[config.mk]
export PLATFORM = sky130hd
export DESIGN_NAME = regwin_top
export DESIGN_NICKNAME = d
export VERILOG_FILES = /design/src/rtl/regwin_pkg.sv /design/src/rtl/regwin_lane.sv /design/src/rtl/regwin_bank.sv /design/src/rtl/regwin_sfr.sv /design/src/rtl/regwin_top.sv
export SDC_FILE = /design/constraint.sdc
export NUM_CORES = 2
export LEC_CHECK = 0
export BUFFER_PORTS_ARGS = -buffer_cell sky130_fd_sc_hd__buf_2
export CAP_MARGIN = 20
export CORE_UTILIZATION = 30
export DETAILED_ROUTE_END_ITERATION = 8
export GPL_ROUTABILITY_DRIVEN = 0
export PLACE_DENSITY = 0.49
export SLEW_MARGIN = 20
export SYNTH_ARGS = -nofsm -noshare
export SYNTH_HDL_FRONTEND = slang
export SYNTH_SLANG_ARGS = --single-unit
[constraint.sdc]
create_clock -name clk -period 13.15 [get_ports clk]
set_input_delay 1.315 -clock clk [delete_from_list [all_inputs] [get_ports clk]]
set_output_delay 1.315 -clock clk [all_outputs]
set_load 0.01 [all_outputs]
[src/rtl/regwin_pkg.sv]
package regwin_pkg;

  typedef enum logic [1:0] {
    RGN_WIN = 2'd0,
    RGN_SFR = 2'd1,
    RGN_EXT = 2'd2
  } rgn_e;

  localparam int SFR_COUNT = 16;
  localparam logic [3:0] SFR_OFS_PTR  = 4'hE;
  localparam logic [3:0] SFR_OFS_HOLE_A = 4'h8;
  localparam logic [3:0] SFR_OFS_HOLE_B = 4'hB;

  // Power-on contents: port latches 0..2 idle high, everything else low.
  function automatic logic [7:0] sfr_reset(input logic [3:0] ofs);
    case (ofs)
      4'h4, 4'h5, 4'h6: return 8'hFF;
      default:          return 8'h00;
    endcase
  endfunction

  function automatic logic sfr_present(input logic [3:0] ofs);
    return (ofs != SFR_OFS_HOLE_A) && (ofs != SFR_OFS_HOLE_B);
  endfunction

endpackage

[src/rtl/regwin_lane.sv]
module regwin_lane
  import regwin_pkg::*;
#(
  parameter int AW         = 16,
  parameter int WIN_SIZE   = 16,
  parameter int BASE_ALIGN = 8,
  parameter int IDX_W      = 9,
  parameter int BANK_AW    = 8
) (
  input  logic [AW-1:0]      addr,
  input  logic [7:0]         win_ptr,
  output rgn_e               rgn,
  output logic [BANK_AW-1:0] bank_idx
);
  localparam int OFF_W = $clog2(WIN_SIZE);
  localparam logic [7:0] ALIGN_MASK = ~8'(BASE_ALIGN - 1);

  logic [IDX_W-1:0] idx;

  always_comb begin
    if (addr < AW'(WIN_SIZE))
      rgn = RGN_WIN;
    else if (addr < AW'(WIN_SIZE + SFR_COUNT))
      rgn = RGN_SFR;
    else
      rgn = RGN_EXT;
  end

  assign idx      = IDX_W'(win_ptr & ALIGN_MASK) + IDX_W'(addr[OFF_W-1:0]);
  assign bank_idx = BANK_AW'(idx >> 1);

endmodule

[src/rtl/regwin_bank.sv]
module regwin_bank #(
  parameter int DEPTH = 132,
  parameter int BAW   = 8
) (
  input  logic           clk,
  input  logic           we,
  input  logic [BAW-1:0] addr,
  input  logic [7:0]     wdata,
  output logic [7:0]     rdata
);
  logic [7:0] mem [DEPTH];

  always_ff @(posedge clk) begin
    if (we) mem[addr] <= wdata;
  end

  assign rdata = mem[addr];

endmodule

[src/rtl/regwin_sfr.sv]
module regwin_sfr
  import regwin_pkg::*;
(
  input  logic            clk,
  input  logic            rst,
  input  logic [1:0]      we,
  input  logic [1:0][3:0] ofs,
  input  logic [1:0][7:0] wd,
  output logic [1:0][7:0] rd,
  output logic [7:0]      win_ptr
);
  logic [7:0] regs [SFR_COUNT];

  always_ff @(posedge clk) begin
    if (rst) begin
      for (int i = 0; i < SFR_COUNT; i++) regs[i] <= sfr_reset(4'(i));
    end else begin
      for (int l = 0; l < 2; l++) begin
        if (we[l] && sfr_present(ofs[l])) regs[ofs[l]] <= wd[l];
      end
    end
  end

  always_comb begin
    for (int l = 0; l < 2; l++) begin
      rd[l] = sfr_present(ofs[l]) ? regs[ofs[l]] : 8'h00;
    end
  end

  assign win_ptr = regs[SFR_OFS_PTR];

endmodule

[src/rtl/regwin_top.sv]
module regwin_top
  import regwin_pkg::*;
#(
  parameter int BUS_AW     = 20,
  parameter int AW         = 16,
  parameter int WIN_SIZE   = 16,
  parameter int BASE_ALIGN = 8
) (
  input  logic              clk,
  input  logic              rst,
  input  logic [BUS_AW-1:0] bus_addr,
  input  logic              bus_wr,
  input  logic              bus_rd,
  input  logic              bus_word,
  input  logic [15:0]       bus_wdata,
  output logic [15:0]       bus_rdata,
  output logic [AW-1:0]     ext_addr,
  output logic [1:0]        ext_we,
  output logic [1:0]        ext_re,
  output logic [15:0]       ext_wdata,
  input  logic [15:0]       ext_rdata
);
  localparam int RAM_DEPTH  = 256 - BASE_ALIGN + WIN_SIZE;
  localparam int IDX_W      = $clog2(RAM_DEPTH);
  localparam int BANK_DEPTH = RAM_DEPTH / 2;
  localparam int BANK_AW    = IDX_W - 1;

  // Lane 0: byte at the address. Lane 1: byte at address+1 (word only).
  logic [1:0][AW-1:0]      lane_addr;
  logic [1:0]              lane_act;
  logic [1:0]              lane_we;
  logic [1:0][7:0]         lane_wd;
  logic [1:0][7:0]         lane_rd;
  rgn_e                    lane_rgn [2];
  logic [1:0][BANK_AW-1:0] lane_bidx;

  logic [1:0][7:0]         bank_rd;
  logic [1:0][7:0]         sfr_rd;
  logic [1:0]              sfr_we;
  logic [1:0][3:0]         sfr_ofs;
  logic [7:0]              win_ptr;
  logic                    unused_addr_hi;

  assign unused_addr_hi = ^bus_addr[BUS_AW-1:AW];

  assign lane_addr[0] = bus_addr[AW-1:0];
  assign lane_addr[1] = bus_addr[AW-1:0] + AW'(1);
  assign lane_act     = {bus_word, 1'b1};
  assign lane_we      = lane_act & {2{bus_wr}};
  assign lane_wd[0]   = bus_word ? bus_wdata[15:8] : bus_wdata[7:0];
  assign lane_wd[1]   = bus_wdata[7:0];

  for (genvar l = 0; l < 2; l++) begin : g_lane
    regwin_lane #(
      .AW(AW), .WIN_SIZE(WIN_SIZE), .BASE_ALIGN(BASE_ALIGN),
      .IDX_W(IDX_W), .BANK_AW(BANK_AW)
    ) u_lane (
      .addr     (lane_addr[l]),
      .win_ptr  (win_ptr),
      .rgn      (lane_rgn[l]),
      .bank_idx (lane_bidx[l])
    );

    assign sfr_we[l]  = lane_we[l] && (lane_rgn[l] == RGN_SFR);
    assign sfr_ofs[l] = 4'(lane_addr[l] - AW'(WIN_SIZE));
  end

  // Even bank holds even indices, odd bank odd ones. The window base is
  // aligned, so index parity equals address parity and the two bytes of a
  // word always fall in different banks.
  for (genvar b = 0; b < 2; b++) begin : g_bank
    logic sel;
    logic we;
    assign sel = (lane_addr[0][0] != 1'(b));
    assign we  = lane_we[sel] && (lane_rgn[sel] == RGN_WIN);

    regwin_bank #(.DEPTH(BANK_DEPTH), .BAW(BANK_AW)) u_bank (
      .clk   (clk),
      .we    (we),
      .addr  (lane_bidx[sel]),
      .wdata (lane_wd[sel]),
      .rdata (bank_rd[b])
    );
  end

  regwin_sfr u_sfr (
    .clk     (clk),
    .rst     (rst),
    .we      (sfr_we),
    .ofs     (sfr_ofs),
    .wd      (lane_wd),
    .rd      (sfr_rd),
    .win_ptr (win_ptr)
  );

  always_comb begin
    for (int l = 0; l < 2; l++) begin
      case (lane_rgn[l])
        RGN_WIN: lane_rd[l] = bank_rd[lane_addr[l][0]];
        RGN_SFR: lane_rd[l] = sfr_rd[l];
        default: lane_rd[l] = (l == 0) ? ext_rdata[15:8] : ext_rdata[7:0];
      endcase
    end
  end

  always_comb begin
    if (!bus_rd)       bus_rdata = 16'h0000;
    else if (bus_word) bus_rdata = {lane_rd[0], lane_rd[1]};
    else               bus_rdata = {8'h00, lane_rd[0]};
  end

  assign ext_addr  = lane_addr[0];
  assign ext_wdata = {lane_wd[0], lane_wd[1]};
  assign ext_we[1] = lane_we[0] && (lane_rgn[0] != RGN_SFR);
  assign ext_we[0] = lane_we[1] && (lane_rgn[1] != RGN_SFR);
  assign ext_re[1] = bus_rd && lane_act[0] && (lane_rgn[0] == RGN_EXT);
  assign ext_re[0] = bus_rd && lane_act[1] && (lane_rgn[1] == RGN_EXT);

endmodule

Word level (Yosys, flattened, before mapping):

Memories as Yosys holds them, arrays and structs flattened.
Cells that the tools add are included.

* add/sub/neg operators: 5
* magnitude comparators: 9
* equality and inequality tests: 10
* multiplexer cells: 53
* bitwise operators: 4
* reduce and logical (&&, ||, !) cells: 19

Operators with widths (number)
* 2-to-1 mux 8 bit: 19
* less-than comparator 16 x 5 -> 1 bit, second input constant: 2
* less-than comparator 16 x 6 -> 1 bit, second input constant: 2
* 2-to-1 mux 16 bit: 2
* case mux 8 bit (2 select lines): 2
* 2-to-1 mux 2 bit: 10
* adder 8 x 4 -> 9 bit: 2
* 2-to-1 mux 1 bit: 18
* adder 16 x 1 -> 16 bit, second input constant: 1
* != test 4 bit, second input constant: 4
* OR reduction 8 bit: 2
* logical AND 1 bit: 13
* zero test 2 bit: 4
* 2-to-1 mux 4 bit: 2
* subtractor 4 x 1 -> 4 bit, second input constant: 2
* less-than comparator 1 x 2 -> 1 bit, second input constant: 3
* equality test 2 x 1 -> 1 bit, second input constant: 2
* equality test 2 bit, second input constant: 2
* >= comparator 2 bit, second input constant: 2
* != test 2 x 1 -> 1 bit, second input constant: 2
* inverter 1 -> 2 bit: 2
* bitwise AND 2 bit: 1
* inverter 1 bit: 1

* flip-flop bits (word level): 0
* RAM bits: 2240
* bits of input ports: 57
* output and inout bits: 52
* word-level logic and storage cells: 103
* memories: 3

Memories
* g_bank[0].u_bank.mem: words 132, width 8, read ports 1, clocked after memory_dff 0, write ports 1, RTL line regwin_bank.sv:11 `logic [7:0] mem [DEPTH];`
* g_bank[1].u_bank.mem: words 132, width 8, read ports 1, clocked after memory_dff 0, write ports 1, RTL line regwin_bank.sv:11
* u_sfr.regs: words 16, width 8, read ports 3, clocked after memory_dff 0, write ports 16, RTL line regwin_sfr.sv:12 `logic [7:0] regs [SFR_COUNT];`

Depth between registers and ports, before layout:

* depth after elaboration: 12
* mapped depth: 22
* gate-level depth less buffers: 15

Cells and area by module:

A second synthesis with hierarchy kept.

* cell total of the unflattened synthesis: 4939
* area total of the unflattened synthesis: 91924.4 um^2

By module, submodules not included
* regwin_bank: times used 2, cells each 2057, area each 41389.7 um^2, sequential area each 31710.4 um^2
* regwin_sfr: times used 1, cells each 565, area each 7247.0 um^2, sequential area each 3363.2 um^2
* regwin_top: times used 1, cells each 224, area each 1620.3 um^2, sequential area each 0.0 um^2
* regwin_lane: times used 2, cells each 18, area each 138.9 um^2, sequential area each 0.0 um^2

Worst setup path before layout:

No wires, ideal clock.

* kind: input port to output port
* start: in bus_addr[2]
* end: out bus_rdata[6]
* data arrival time: 5239 ps
* required time: 11835 ps
* slack: 6596 ps
* stages on the path: 19
* path buffers: 6
* cell sequence: buf_4 -> buf_2 -> nand3_1 -> xor2_1 -> inv_1 -> buf_2 -> ha_1 -> ha_1 -> or3b_1 -> and2_1 -> clkbuf_1 -> clkbuf_1 -> buf_1 -> o22ai_1 -> o31ai_1 -> o21ai_0 -> a211oi_1 -> a221oi_1 -> o31ai_1

* word-level cells in the longest chain between the ends: 10
* elaborated cells on any way between the ends: 40
* those cells by class: add/sub: 5; order compare: 4; eq/ne: 6; mux: 18; reduce/logical: 4; memory: 3

Ends and longest elaborated chain
* from (decl): RTL line regwin_top.sv:11 `input logic [BUS_AW-1:0] bus_addr,`
* adder 16 x 1 -> 16 bit: RTL line regwin_top.sv:47 `assign lane_addr[1] = bus_addr[AW-1:0] + AW'(1);`
* adder 8 x 4 -> 9 bit: RTL line regwin_lane.sv:29 `assign idx = IDX_W'(win_ptr & ALIGN_MASK) + IDX_W'(addr[OFF_W-1:0]);`
* 2-to-1 mux 8 bit (not written as such) (2 in a row): RTL line regwin_top.sv:80 `.addr (lane_bidx[sel]),`
* memory (132 x 8 bit)
* 2-to-1 mux 8 bit (not written as such) (2 in a row): RTL line regwin_top.sv:99 `RGN_WIN: lane_rd[l] = bank_rd[lane_addr[l][0]];`
* case mux 8 bit (2 select lines): RTL line regwin_top.sv:98 `case (lane_rgn[l])`
* 2-to-1 mux 16 bit *: RTL line regwin_top.sv:108 `else if (bus_word) bus_rdata = {lane_rd[0], lane_rd[1]};`
* 2-to-1 mux 16 bit *: RTL line regwin_top.sv:107 `if (!bus_rd) bus_rdata = 16'h0000;`
* to (decl): RTL line regwin_top.sv:16 `output logic [15:0] bus_rdata,`

Every way passes the cells marked *; elsewhere a longest branch is shown, timed or not. The select of a mux whose other input is x is not followed.

Final worst setup path:

* start: in bus_addr[0]
* end: out bus_rdata[4]

Same word-level chain as after synthesis.

==> results.py <==
metrics = {
    "die": {
        "num_rows": 204,
        "core_um2": 309600,
        "io_pins": 109,
        "fp.dieH_um": 560.6,
        "initial_core_util_pct": 30.23,
        "floorplan.die_area_um2": 314300,
        "fp.dieW_um": 560.6,
    },
    "drt": {
        "vias": 56480,
        "drt-vias-per-instance": 5.399,
        "wl_um": 301300,
        "drt_first_pass_iters": 8,
        "highest_layer": "met5",
        "route.met2.wl_um": 142900,
        "wl_per_cell_um": 28.80,
        "met1Wirelength_um": 127800,
        "ant_nets": 0,
        "drt-initial-drc-count": 6017,
        "drc": 0,
        "wl_met3_um": 19040,
    },
    "clocking": {
        "cts_hold_buf": 0,
        "cts_root_buf": "clkbuf_16",
        "clock_latency_ns": 0.92,
        "clockBufferDepth": 4,
        "cts_setup_buffers": 0,
        "h-tree-depth": 4,
        "clk_pin_slew_worst_paths_ns": 0.06,
        "cts_buffers": 236,
        "cts.sinks": 2240,
        "cts_tree": "yes",
        "ctsResizeCount": 0,
    },
    "critical_path": {
        "crit_path_max_fanout": 65,
        "endpoint_kind": "output pin",
        "crit_path_start_kind": "primary input",
        "r2r_cells": 7,
        "cp.required_ns": 11.84,
        "path_class": "primary input to output pin",
        "crit_path_max_incr_delay_ns": 0.84,
        "crit_chain": "buf_6 -> nand3_1 -> xor2_1 -> inv_1 -> ha_1 -> ha_1 -> and3_1 -> a31oi_4 -> buf_4 -> nor2_4 -> buf_4 -> a32oi_1 -> nand4_1 -> a221oi_1 -> o21a_1 -> nor3_1 -> o21ai_0 -> a32o_1 -> buf_2",
        "critPathArrivalTime_ns": 8.31,
        "crit_cells": 19,
        "slowest_stage": "a221oi_1",
        "cpLargestDelayFamily": "compound AO/OA/AOI/OAI gates",
        "crit_buf_inv": 5,
    },
    "yosys": {
        "ys_seq_area_share_pct": 71.86,
        "ys_ff_latch": 2240,
        "async_flop_share_pct": 0,
        "avgSynthCellArea_um2": 15.44,
        "synthCells": 6061,
        "synth_area_um2": 93610,
        "ys_types": 98,
        "synth_warnings": 0,
        "synth_edf_count": 2240,
        "ys.flop_type": "edfxtp_1",
    },
    "sta": {
        "rsz0062_at_grt": "no",
        "drv_slew": 0,
        "fin_crit_sh_pct": 73.20,
        "period_needed_ns": 9.625,
        "finClkSkew_ns": 0.07120,
        "max_freq_ghz": 0.1039,
        "fin_tns_setup_ns": 0,
        "finalHoldViolations": 0,
        "worst_slew_pin_slew_ns": 1.183,
        "relSlewSlack_pct": 20.93,
        "fin_hold_ws_ns": 1.005,
        "setup_violations": 0,
    },
    "final_layout": {
        "syn_to_final_growth_pct": 13.44,
        "final_nets": 6213,
        "fill_cells": 29610,
        "final_cells": 10460,
        "drive_above_1_share_pct": 15.91,
        "final_core_util_pct": 34.30,
    },
    "pwr": {
        "total_power_mw": 16.00,
        "ir_drop_mv": 0.1188,
        "power_density_nw_per_um2": 150.7,
        "p_leak_nw": 33.36,
    },
    "global_route": {
        "grt.total_usage_pct": 18.63,
        "grt_pass1_vias": 55080,
        "grt_pass1_wl_um": 424500,
        "antenna_found_initial": 9,
        "grt_max_degree": 125,
        "gr-total-overflow": 0,
    },
    "worst_hold_path": {
        "hp-class": "primary input to flip-flop",
        "hold_depth": 3,
    },
    "flow_run": {
        "cap_viol_max_count": 0,
    },
    "place": {
        "place_hpwl_um": 183200,
        "io_buffers": 104,
        "post-place-cells": 10030,
    },
    "run_status": {
        "outcome": "finished clean",
    },
}
synthesized netlist by cell type, types with 9 or more instances:
| library cell | number | area [um2] |
|---|---|---|
| or3_1 | 31 | 193.9 |
| buf_4 | 78 | 585.6 |
| a32oi_1 | 89 | 779.5 |
| a21oi_1 | 139 | 695.7 |
| nor2_2 | 9 | 56.30 |
| a32o_1 | 14 | 140.1 |
| o211ai_1 | 9 | 67.56 |
| mux2i_1 | 301 | 3013 |
| ha_1 | 9 | 112.6 |
| a31oi_1 | 84 | 525.5 |
| a41oi_1 | 10 | 87.58 |
| buf_2 | 172 | 860.8 |
| o31ai_1 | 41 | 307.8 |
| mux4_2 | 205 | 4617 |
| inv_1 | 43 | 161.4 |
| mux2_2 | 107 | 1205 |
| a22oi_1 | 26 | 195.2 |
| o2111ai_1 | 21 | 183.9 |
| and3_1 | 33 | 206.5 |
| o22a_1 | 27 | 236.5 |
| nand3_1 | 109 | 545.5 |
| o221ai_1 | 10 | 87.58 |
| a2bb2oi_1 | 21 | 183.9 |
| buf_1 | 24 | 90.09 |
| o21ai_0 | 239 | 1196 |
| nor3_1 | 42 | 210.2 |
| nor4_1 | 19 | 118.9 |
| o22ai_1 | 194 | 1214 |
| buf_6 | 13 | 146.4 |
| a22o_1 | 23 | 201.4 |
| a221o_1 | 11 | 110.1 |
| edfxtp_1 | 2240 | 67260 |
| nor2b_1 | 32 | 200.2 |
| a221oi_1 | 83 | 727.0 |
| nand4_1 | 43 | 269.0 |
| nor2_1 | 471 | 1768 |
| clkbuf_1 | 151 | 566.8 |
| a211oi_1 | 38 | 285.3 |
| nand2_1 | 652 | 2447 |
| a2111oi_0 | 11 | 96.34 |
placed cells by master (no fill, tap or decap), drive strengths merged, types with 21 or more instances in the layout:
master and count:
a221oi 83, mux2 108, and3 33, or3 31, a22o 23, nand3 117
inv 51, mux2i 303, o22a 27, a2bb2oi 21, a21oi 140, nor3 44
clkbuf 276, nor2b 33, buf 272, o21ai 247, clkinv 121, o22ai 194
a211oi 39, o2111ai 21, nand4 43, mux4 205, a22oi 26, o31ai 41
bufinv 23, nand2 658, nor2 484, a32oi 89, edfxtp 2240, a31oi 85
worst reg2reg max path, stage by stage, from the launching register on:
cell      delay [ns]
edfxtp_1        0.71
nand2_1         0.49
o21a_1          0.37
nor2_1          0.41
nand2_1         0.39
nor3_1          0.70
nand2_1         0.61
nor2_1          0.88
area by class of cell:
type	count	area [um2]	area share [%]
Timing Repair Buffer	272	1872	1.763
Inverter	43	161.4	0.1520
Sequential cell	2240	67260	63.34
Clock buffer	276	6056	5.703
Clock inverter	156	1358	1.278
Multi-Input combinational cell	3354	24320	22.91
Antenna cell	1	2.502	0.002356
Tap cell	4120	5155	4.854
flip-flops by register name, summed over array words and instances (netlist names):
register	count
u_sfr.regs	128
g_bank.u_bank.mem	2112
through the flow:
step / worst slack (ns) / instance area [um2]
2_1_floorplan: 6.596 / 93660
3_3_place_gp: 3.454 / 98740
3_5_place_dp: 3.417 / 98750
6_report: 3.525 / 106200
4_1_cts: 3.410 / 106200
5_1_grt: 3.351 / 106200
cell families after synthesis:
| logic type | after synthesis | share of synthesized area, % |
|---|---|---|
| other | 1 | 0.004006 |
| muxes | 616 | 9.483 |
| buffers and inverters | 482 | 2.581 |
| xor gates and xnor gates | 16 | 0.1818 |
| AOI/OAI and AO/OA | 1167 | 8.553 |
| DFF | 2240 | 71.86 |
| adders and majority gates | 9 | 0.1203 |
| and+or+nand+nor | 1530 | 7.219 |
path summary, 6_finish.rpt:
kind / from / end / slack, ns
max: bus_addr[0] / bus_rdata[4] / 3.52
min: bus_wdata[6] / u_sfr.regs[2][6] / 1.01
max reg2reg: u_sfr.regs[14][5] / g_bank[1].u_bank.mem[22][7] / 8.19
min reg2reg: u_sfr.regs[14][7] / g_bank[0].u_bank.mem[129][4] / 1.38
per-layer routing:
layer  vias up  global-route usage, %
li1      24180                      -
met5         -                      0
met3       521                  2.573
met1     29620                  25.37
met2      2158                  30.31
met4         8                  6.702
report_power, final:
group	internal, mW	total [mW]	switching (mW)
clock	3.73	6.55	2.82
sequential	7.93	7.95	0.0151
combinational	0.407	1.51	1.10
total	12.1	16.0	3.94
No activity file was read; power rests on OpenSTA's default activity.
